==> config.mk <==
export PLATFORM = sky130hd
export DESIGN_NAME = xclk_burst_gen
export DESIGN_NICKNAME = d
export VERILOG_FILES = /design/src/rtl/xclk_pkg.sv /design/src/rtl/xclk_pacer.sv /design/src/rtl/xclk_burst.sv /design/src/rtl/xclk_burst_gen.sv
export SDC_FILE = /design/constraint.sdc
export NUM_CORES = 1
export LEC_CHECK = 0
export BUFFER_PORTS_ARGS = -buffer_cell sky130_fd_sc_hd__buf_4
export CAP_MARGIN = 20
export CORE_ASPECT_RATIO = 1.1
export CORE_MARGIN = 3
export CORE_UTILIZATION = 55
export DETAILED_ROUTE_END_ITERATION = 10
export PLACE_DENSITY = 0.76
export SLEW_MARGIN = 15
export SYNTH_ARGS = -nofsm -noshare
export SYNTH_HDL_FRONTEND = slang
export SYNTH_SLANG_ARGS = --single-unit
==> constraint.sdc <==
create_clock -name clk -period 8 [get_ports clk]
set_input_delay 0.8 -clock clk [delete_from_list [all_inputs] [get_ports clk]]
set_output_delay 0.8 -clock clk [all_outputs]
set_load 0.03 [all_outputs]
==> src/rtl/xclk_pkg.sv <==
// Package: shared widths and helpers for the burst clock generator.
// Assumes: nothing beyond the default spacing register width.
package xclk_pkg;
    parameter int unsigned XCLK_TB_W = 16;

    // Effective spacing: a programmed 0 behaves as 1.
    function automatic logic [XCLK_TB_W-1:0] eff_spacing(input logic [XCLK_TB_W-1:0] v);
        return (v == '0) ? XCLK_TB_W'(1) : v;
    endfunction
endpackage

==> src/rtl/xclk_pacer.sv <==
// Module: xclk_pacer
// Holds the spacing register and a free-running pacing counter that runs
// from the moment `en` is high and emits a one-cycle tick every T clocks.
// Assumes: the spacing register survives `en` low; only rst_n resets it.
module xclk_pacer
    import xclk_pkg::*;
#(
    parameter int unsigned TB_W = XCLK_TB_W
) (
    input  logic            clk,
    input  logic            rst_n,
    input  logic            en,
    input  logic            tb_wr,
    input  logic [TB_W-1:0] tb_data,
    output logic            tick
);
    logic [TB_W-1:0] tb_q;
    logic [TB_W-1:0] ctr;
    logic [TB_W-1:0] eff;

    // Spacing register: loaded by strobe, defaults to one clock per toggle.
    always_ff @(posedge clk) begin
        if (!rst_n)     tb_q <= TB_W'(1);
        else if (tb_wr) tb_q <= tb_data;
    end

    // Zero maps to one.
    always_comb eff = (tb_q == '0) ? TB_W'(1) : tb_q;

    // Tick when the counter reaches the end of its period (>= covers a shrink).
    always_comb tick = en && (ctr >= eff - TB_W'(1));

    // Pacing counter: cleared while disabled, wraps at every tick.
    always_ff @(posedge clk) begin
        if (!rst_n || !en) ctr <= '0;
        else if (tick)     ctr <= '0;
        else               ctr <= ctr + TB_W'(1);
    end

    // the counter restarts from zero after a disabled cycle.
    assert_ctr_cleared_R1: assert property (@(posedge clk) disable iff (!rst_n)
        !en |=> (ctr == '0));

    // with a spacing above one and no rewrite, ticks never come back to back.
    assert_tick_gap_R2: assert property (@(posedge clk) disable iff (!rst_n)
        (tick && !tb_wr && eff != TB_W'(1)) |=> !tick);
endmodule

==> src/rtl/xclk_burst.sv <==
// Module: xclk_burst
// Holds the remaining toggle count and the registered output line. It
// toggles on each pacing tick while toggles remain and pulses done after
// the final toggle.
// Assumes: tick comes from xclk_pacer in the same enable domain. A count
// write takes priority over a tick in the same cycle.
module xclk_burst #(
    parameter int unsigned CNT_W = 8
) (
    input  logic             clk,
    input  logic             rst_n,
    input  logic             en,
    input  logic             tick,
    input  logic             cnt_wr,
    input  logic [CNT_W-1:0] cnt_data,
    output logic             sck,
    output logic             busy,
    output logic             done
);
    logic [CNT_W-1:0] remain;

    // Burst state: load or replace on write, else step once per tick.
    always_ff @(posedge clk) begin
        if (!rst_n || !en) begin
            remain <= '0;
            sck    <= 1'b0;
            done   <= 1'b0;
        end else begin
            done <= 1'b0;
            if (cnt_wr) begin
                remain <= cnt_data;
            end else if (tick && remain != '0) begin
                sck    <= ~sck;
                remain <= remain - CNT_W'(1);
                done   <= (remain == CNT_W'(1));
            end
        end
    end

    // Toggles are still owed.
    always_comb busy = (remain != '0);

    // a disabled edge leaves the line low and the burst idle.
    assert_idle_low_R1: assert property (@(posedge clk) disable iff (!rst_n)
        !en |=> (!sck && !busy && !done));

    // the completion pulse never overlaps outstanding toggles.
    assert_done_idle_R4: assert property (@(posedge clk) disable iff (!rst_n)
        done |-> !busy);

    // the line only moves while toggles were owed.
    assert_toggle_owed_R4: assert property (@(posedge clk) disable iff (!rst_n)
        ($past(en) && sck != $past(sck)) |-> ($past(remain) != '0));

    // without a write, the count holds or steps down by exactly one.
    assert_count_step_R6: assert property (@(posedge clk) disable iff (!rst_n)
        (en && !cnt_wr) |=> (remain == $past(remain) || remain == $past(remain) - CNT_W'(1)));
endmodule

==> src/rtl/xclk_burst_gen.sv <==
// Module: xclk_burst_gen (top)
// Timed burst clock generator: the pacer supplies ticks every T clocks from
// enable, and the burst stage turns them into N toggles of sck.
// Assumes: synchronous active-low reset, en is synchronous to clk.
module xclk_burst_gen
    import xclk_pkg::*;
#(
    parameter int unsigned TB_W  = XCLK_TB_W,
    parameter int unsigned CNT_W = 8
) (
    input  logic             clk,
    input  logic             rst_n,
    input  logic             en,
    input  logic             tb_wr,
    input  logic [TB_W-1:0]  tb_data,
    input  logic             cnt_wr,
    input  logic [CNT_W-1:0] cnt_data,
    output logic             sck,
    output logic             busy,
    output logic             done
);
    logic tick;

    xclk_pacer #(.TB_W(TB_W)) u_pacer (
        .clk     (clk),
        .rst_n   (rst_n),
        .en      (en),
        .tb_wr   (tb_wr),
        .tb_data (tb_data),
        .tick    (tick)
    );

    xclk_burst #(.CNT_W(CNT_W)) u_burst (
        .clk      (clk),
        .rst_n    (rst_n),
        .en       (en),
        .tick     (tick),
        .cnt_wr   (cnt_wr),
        .cnt_data (cnt_data),
        .sck      (sck),
        .busy     (busy),
        .done     (done)
    );
endmodule

==> results of run 1 <==
[synth_stat cells (all sizes together) (2+ instances only)]
cell type | count | area, µm²
clkbuf | 6 | 22.5
mux2i | 18 | 180
nor2b | 15 | 93.8
nor2 | 30 | 113
nand2 | 19 | 73.8
o21ai | 5 | 25.0
a211oi | 4 | 35.0
and3 | 2 | 12.5
or3 | 6 | 37.5
or4 | 3 | 22.5
o21a | 2 | 15.0
nor4 | 6 | 43.8
inv | 7 | 26.3
a2111oi | 2 | 36.3
nand3 | 7 | 35.0
nor3 | 12 | 60.1
nand4 | 3 | 25.0
a21oi | 10 | 61.3
dfxtp | 42 | 841
and4 | 4 | 35.0
ha | 20 | 250
and2 | 4 | 26.3
buf | 2 | 12.5
nand2b | 4 | 25.0
xor2 | 11 | 96.3
xnor2 | 17 | 149
[power by group through the flow]
stage | logic [µW] | registers, µW | clock network, µW
5_1_grt | 83.4 | 226 | 138
3_3_place_gp | 72.4 | 229 | 0
6_report | 73.9 | 224 | 126
2_1_floorplan | 53.1 | 227 | 0
4_1_cts | 74.8 | 224 | 129
3_5_place_dp | 74.6 | 229 | 0
[cells by family after synthesis]
family                   after synthesis
buffers and inverters                 15
AND/OR/NAND/NOR                      118
AO/OA/AOI/OAI                         33
multiplexers                          18
XOR/XNOR                              28
flip-flops                            42
adder cells (fa/ha/maj)               20
[final timing paths]
check | start | to | slack (ns)
worst min-delay path | u_pacer.ctr[0] | u_pacer.ctr[0] | 0.49
worst max-delay path | u_pacer.tb_q[2] | u_pacer.ctr[15] | 3.41
worst max register to register | u_pacer.tb_q[2] | u_pacer.ctr[15] | 3.41
worst min register to register | u_pacer.ctr[0] | u_pacer.ctr[0] | 0.49
[state kept, by name, summed over array words and instances, names as in the netlist]
signal,count
u_pacer.ctr,16
u_pacer.tb_q,16
u_burst.sck,1
u_burst.done,1
u_burst.remain,8
[stage by stage]
stage	util (%)	setup WS [ns]	total power, µW
finish	67.9	3.41	424
detailed placement	66.1	3.37	304
global placement	66.1	3.56	302
global route	67.9	2.96	447
floorplan	-	3.80	280
CTS	67.9	3.33	428
[final cells by class]
type | instances | area [µm²] | share of cell area (%)
Clock buffer | 7 | 76.3 | 2.71
Inverter | 7 | 26.3 | 0.934
Multi-Input combinational cell | 217 | 1570 | 55.9
Sequential cell | 42 | 841 | 29.9
Tap cell | 52 | 65.1 | 2.31
Timing Repair Buffer | 31 | 233 | 8.27
[cells in the final DEF (no fill, tap or decap), types with 9 or more instances in the layout]
cell / instances
dfxtp_1: 42
buf_4: 31
nor2_1: 30
ha_1: 20
nand2_1: 18
mux2i_1: 18
xnor2_1: 17
nor2b_1: 15
nor3_1: 12
xor2_1: 11
a21oi_1: 9
[layer usage]
layer  part of all wire, %  wire length, µm  up-vias  track usage (%)
li1                      -                -     1030                -
met1                    43             2070      943             21.3
met4                   2.3              110        0             7.28
met2                    51             2480       45             33.4
met5                     0                0        -                0
met3                   3.6              175       10             3.43
==> results.cfg, run 1 <==
[outcome]
status = finished clean

[global_route]
antenna_found_initial = 0
grt_pass1_wl_um = 8260
grt_usage_pct = 18.5
grt_overflow = 0
grt_pass1_vias = 1975
grt_max_degree = 19

[pwr]
p_leak_uw = 0.00112
switchingPower_uw = 112
intPower_uw = 312
power_density_mw_per_mm2 = 151
power_frac_seq_pct = 52.9
switching_share_pct = 26.4
p_comb_share_pct = 17.4
max-vdd-ir-drop_uv = 106
clkPwrFrac_pct = 29.7

[cells_and_area]
fillers = 350
final_cells = 356
nets = 353
antenna_cells = 0
final_design_area_no_fill_mm2 = 0.00281
final_layout_size_suffix_gt1_share_pct = 15.1
syn2layout_area_growth_pct = 13.7

[floorplan]
fp.coreArea_mm2 = 0.00414
die_h_um = 76.4
die_w_um = 70.0
start_util_pct = 59.7
dieArea_mm2 = 0.00534
rows = 24
io_pins = 32

[clock_tree]
cts_root_buffer = clkbuf_8
cts_setup_buffers = 0
clk_path_buf_depth = 2
hold_buffers = 0
clock_latency_ns = 0.28
numClockSinks = 42
clk_pin_slew_worst_paths_ns = 0.07
htreeDepth = 2
cts_tree = built
cts_buffers = 5
cts-resized-gates = 0

[yosys]
synth.yosys.seq_area_share_pct = 34.0
ys_ff_latch = 42
synth_cell_types = 47
synth_area_mm2 = 0.00247
ys_dominant_reg_cell = dfxtp_1
syn-num-nets = 323
synth_compound_area_share_pct = 10.9
ys_warn_count = 0
syn_area_per_cell_um2 = 9.03
synth_xor_area_share_pct = 9.91
synth_edf_count = 0
synthAdderAreaFrac_pct = 10.1
synth_simple_gate_area_share_pct = 25.3
synth_top_family_by_area = simple AND/OR/NAND/NOR gates
postSynthCellCount = 274
async_flop_share_pct = 0
synth.area.mux_share_pct = 7.28

[drt]
vias = 2028
wire_per_inst_um = 13.6
routed_wl_um = 4840
drt_first_pass_iters = 4
ant_nets = 0
drtIter0Drc = 73
remaining_drc_errors = 0
vias_per_cell = 5.70

[sta]
report.final.hold_viol_count = 0
tightest_slew_ns = 0.885
drv_slew = 0
fin_worst_skew_ns = 0.00568
rsz0062_at_grt = false
fmax_mhz = 218
holdWs_ns = 0.487
tns_ns = 0
setup_violations = 0
relSlewSlack_pct = 41.0
fin_crit_sh_pct = 57.4
period_minus_slack_ns = 4.59

[worst_setup_path]
crit_chain = or3_1 -> or3_1 -> nor4_2 -> and2_1 -> a21oi_1 -> ha_1 -> nand2_1 -> nor3_1 -> xnor2_1 -> ha_1 -> a21oi_1 -> nand2_1 -> a221oi_1 -> and2_2 -> nand2_1 -> nor2_1
reg2reg_depth = 16
cp_max_fo = 14
cpMostUsedCell = nand2_1
cp.required_ns = 8.21
worstSetupPathType = register to register
cp_num_buf_inv = 0
max_stage_delay_ns = 0.75
crit_family = simple AND/OR/NAND/NOR gates
worst_setup_path_start_kind = register
crit_path_top_delay_cell = a221oi_1
crit_arrival_ns = 4.80
critical_path.endpoint_type = register
critical_path_depth = 16

[placement]
placed_cell_area_mm2 = 0.00274
dp_hpwl_um = 3880
port_buffers = 31
gp_congestion = 0.831
dp.cells = 349

[flow_run]
cap_violations = 0

[hold_path]
hold_path_class = register to register
hold-path-cell-count = 1
No activity file was read; power rests on OpenSTA's default activity.
==> run 2: changes to the inputs <==
Settings changed: CORE_UTILIZATION 55 to 52.
Clock period 8 ns to 3.7 ns, I/O delays scaled along.
==> run 2 against run 1 <==
The run now ends with setup timing left. Clock power increased by 120%. Register-to-register slack got worse by 3.6 ns. Setup slack got worse by 3.6 ns. Wire length increased by 11%. Largest cell class unchanged. Flip-flop and latch count unchanged. Hold slack got worse by 0.17 ns. Cell count increased by 9.6%. Global-route usage increased by 1.4 points. Non-clock buffer count increased by 31. Die area increased by 5.3%.
==> results.cfg, run 2 (same netlist as run 1, synthesis figures left out) <==
[placement]
dp_hpwl_um = 3980
gp_congestion = 0.809
port_buffers = 31
placed_cell_area_mm2 = 0.00296

[global_route]
grt_usage_pct = 20.0
top_usage_layer = met2
met3_usage_pct = 3.71
antenna_found_initial = 0
grt_use_met2_pct = 35.7
grt_max_degree = 19
grt_pass1_wl_um = 9050
grt_pass1_vias = 2042
grt_overflow = 0
grtUsageMet1_pct = 23.7

[worst_setup_path]
critical_path.endpoint_type = register
crit_arrival_ns = 4.12
rrSetupSlack_ns = -0.23
worstSetupPathType = register to register
crit_path_top_delay_cell = or4_4
cp_max_fo = 6
cp.required_ns = 3.89
reg2reg_depth = 16
reg2reg_from = u_pacer.tb_q[4]
r2r-end = u_burst.sck
max_stage_delay_ns = 0.54
worst_setup_path_start_kind = register
crit_chain = or3_4 -> or3_4 -> nor4_4 -> and2_4 -> a21oi_4 -> ha_4 -> nand2_4 -> xor2_1 -> ha_1 -> nand4_1 -> or4_4 -> o32a_4 -> a21oi_4 -> buf_4 -> a21oi_2 -> a31o_2

[floorplan]
rows = 25
die_w_um = 71.8
dieArea_mm2 = 0.00562
die_h_um = 78.4
start_util_pct = 55.7
io_pins = 32
fp.coreArea_mm2 = 0.00444

[clock_tree]
clk_path_buf_depth = 2
hold_buffers = 0
htreeDepth = 2
clk_pin_slew_worst_paths_ns = 0.07
numClockSinks = 42
cts_root_buffer = clkbuf_8
cts_tree = built
cts_buffers = 5
clock_latency_ns = 0.29

[cells_and_area]
final_common_cell = buf_4
final_design_area_no_fill_mm2 = 0.00318
top_regs = u_pacer.ctr (16), u_pacer.tb_q (16), u_burst.remain (8)
antenna_cells = 0
final_layout_size_suffix_gt1_share_pct = 28.0
layout_common_cells = buf_4, dfxtp_1, nor2_1, ha_1, mux2i_1
nets = 385
syn2layout_area_growth_pct = 28.5

[drt]
wire_per_inst_um = 13.7
drt_first_pass_iters = 4
vias = 2140
remaining_drc_errors = 0
ant_nets = 0
drtIter0Drc = 71
routed_wl_um = 5350
vias_per_cell = 5.49

[sta]
rsz0062_at_grt = true
holdWs_ns = 0.313
worst_slack_ns = -0.230
fin_worst_skew_ns = 0.00270
setup_violations = 26
fmax_mhz = 254
relSlewSlack_pct = 63.9
drv_slew = 0
tns_ns = -2.42
period_minus_slack_ns = 3.93
fin_crit_sh_pct = 106
tightest_slew_ns = 0.528
report.final.hold_viol_count = 0

[outcome]
status = finished, violations left
failed_checks = setup timing

[hold_path]
hold_path_class = primary input to register
hold-path-cell-count = 3
worstHoldStart = tb_data[0]
whs_endpoint = u_pacer.tb_q[0]

[pwr]
power_uw = 980
power_density_mw_per_mm2 = 308
max-vdd-ir-drop_uv = 193
p_leak_uw = 0.00131

[flow_run]
cap_violations = 0
[run 2: changes by cell type in the layout (fill, tap and decap cells not counted), moves of 2 or more]
cell     previous run  this run
dfxtp_2             0         2
dfxtp_1            42        40
a21oi_1             9         7
buf_6               0         3
buf_4              31        59
nand2_4             0         3
or3_1               6         4
nand2_1            18        16
or3_4               0         2
[run 2: critical path, delay by kind of cell, from the launching register on]
kind | cells | cell delay, ns
buf+inv | 1 | 0.16
xor+xnor | 1 | 0.07
compound gates | 5 | 0.94
fa+ha+maj | 2 | 0.47
simple gates | 7 | 1.87
flops | 1 | 0.32
[run 2: layout make-up]
class | instances | area (µm²)
Multi-Input combinational cell | 218 | 1690
Fill cell | 348 | 1260
Sequential cell | 42 | 843
Timing Repair Buffer | 62 | 477
Clock buffer | 7 | 76.3
Tap cell | 54 | 67.6
Inverter | 7 | 26.3
[run 2: layer usage]
| metal | up-vias | part of all wire [%] | wire, µm |
|---|---|---|---|
| met2 | 44 | 51 | 2740 |
| met3 | 12 | 3.3 | 176 |
| met4 | 0 | 1.8 | 95 |
| met1 | 983 | 44 | 2340 |
| li1 | 1101 | - | - |
| met5 | - | 0 | 0 |
[run 2: worst max path at each step]
stage	start	to	slack, ns
floorplan	u_pacer.tb_q[4]	u_burst.remain[2]	-0.32
global placement	u_pacer.tb_q[4]	u_burst.remain[2]	-0.31
detailed placement	u_pacer.tb_q[4]	u_burst.remain[2]	-0.38
CTS	u_pacer.tb_q[4]	u_burst.remain[2]	-0.21
global route	u_pacer.tb_q[4]	u_burst.sck	-0.37
finish	u_pacer.tb_q[4]	u_burst.sck	-0.23
[run 2: what timing repair did]
item | 4_1_cts | 5_1_grt
pin swaps | 12 | 6
endpoints found under the setup margin | 26 | 26
resized for setup | 7 | 7
setup buffers | 5 | 3
cloned | 1 | 0
[run 2: power by group]
group	switching [µW]	internal, µW
clock	145	130
sequential	14.9	467
combinational	106	116
total	267	713
[run 2: stage by stage]
| step | setup WS, ns | utilization, % | std cells |
|---|---|---|---|
| 6_report | -0.230 | 71.6 | 390 |
| 5_1_grt | -0.369 | 71.6 | 390 |
| 3_3_place_gp | -0.312 | 66.7 | 374 |
| 2_1_floorplan | -0.316 | - | 274 |
| 4_1_cts | -0.207 | 70.1 | 387 |
| 3_5_place_dp | -0.383 | 66.7 | 374 |
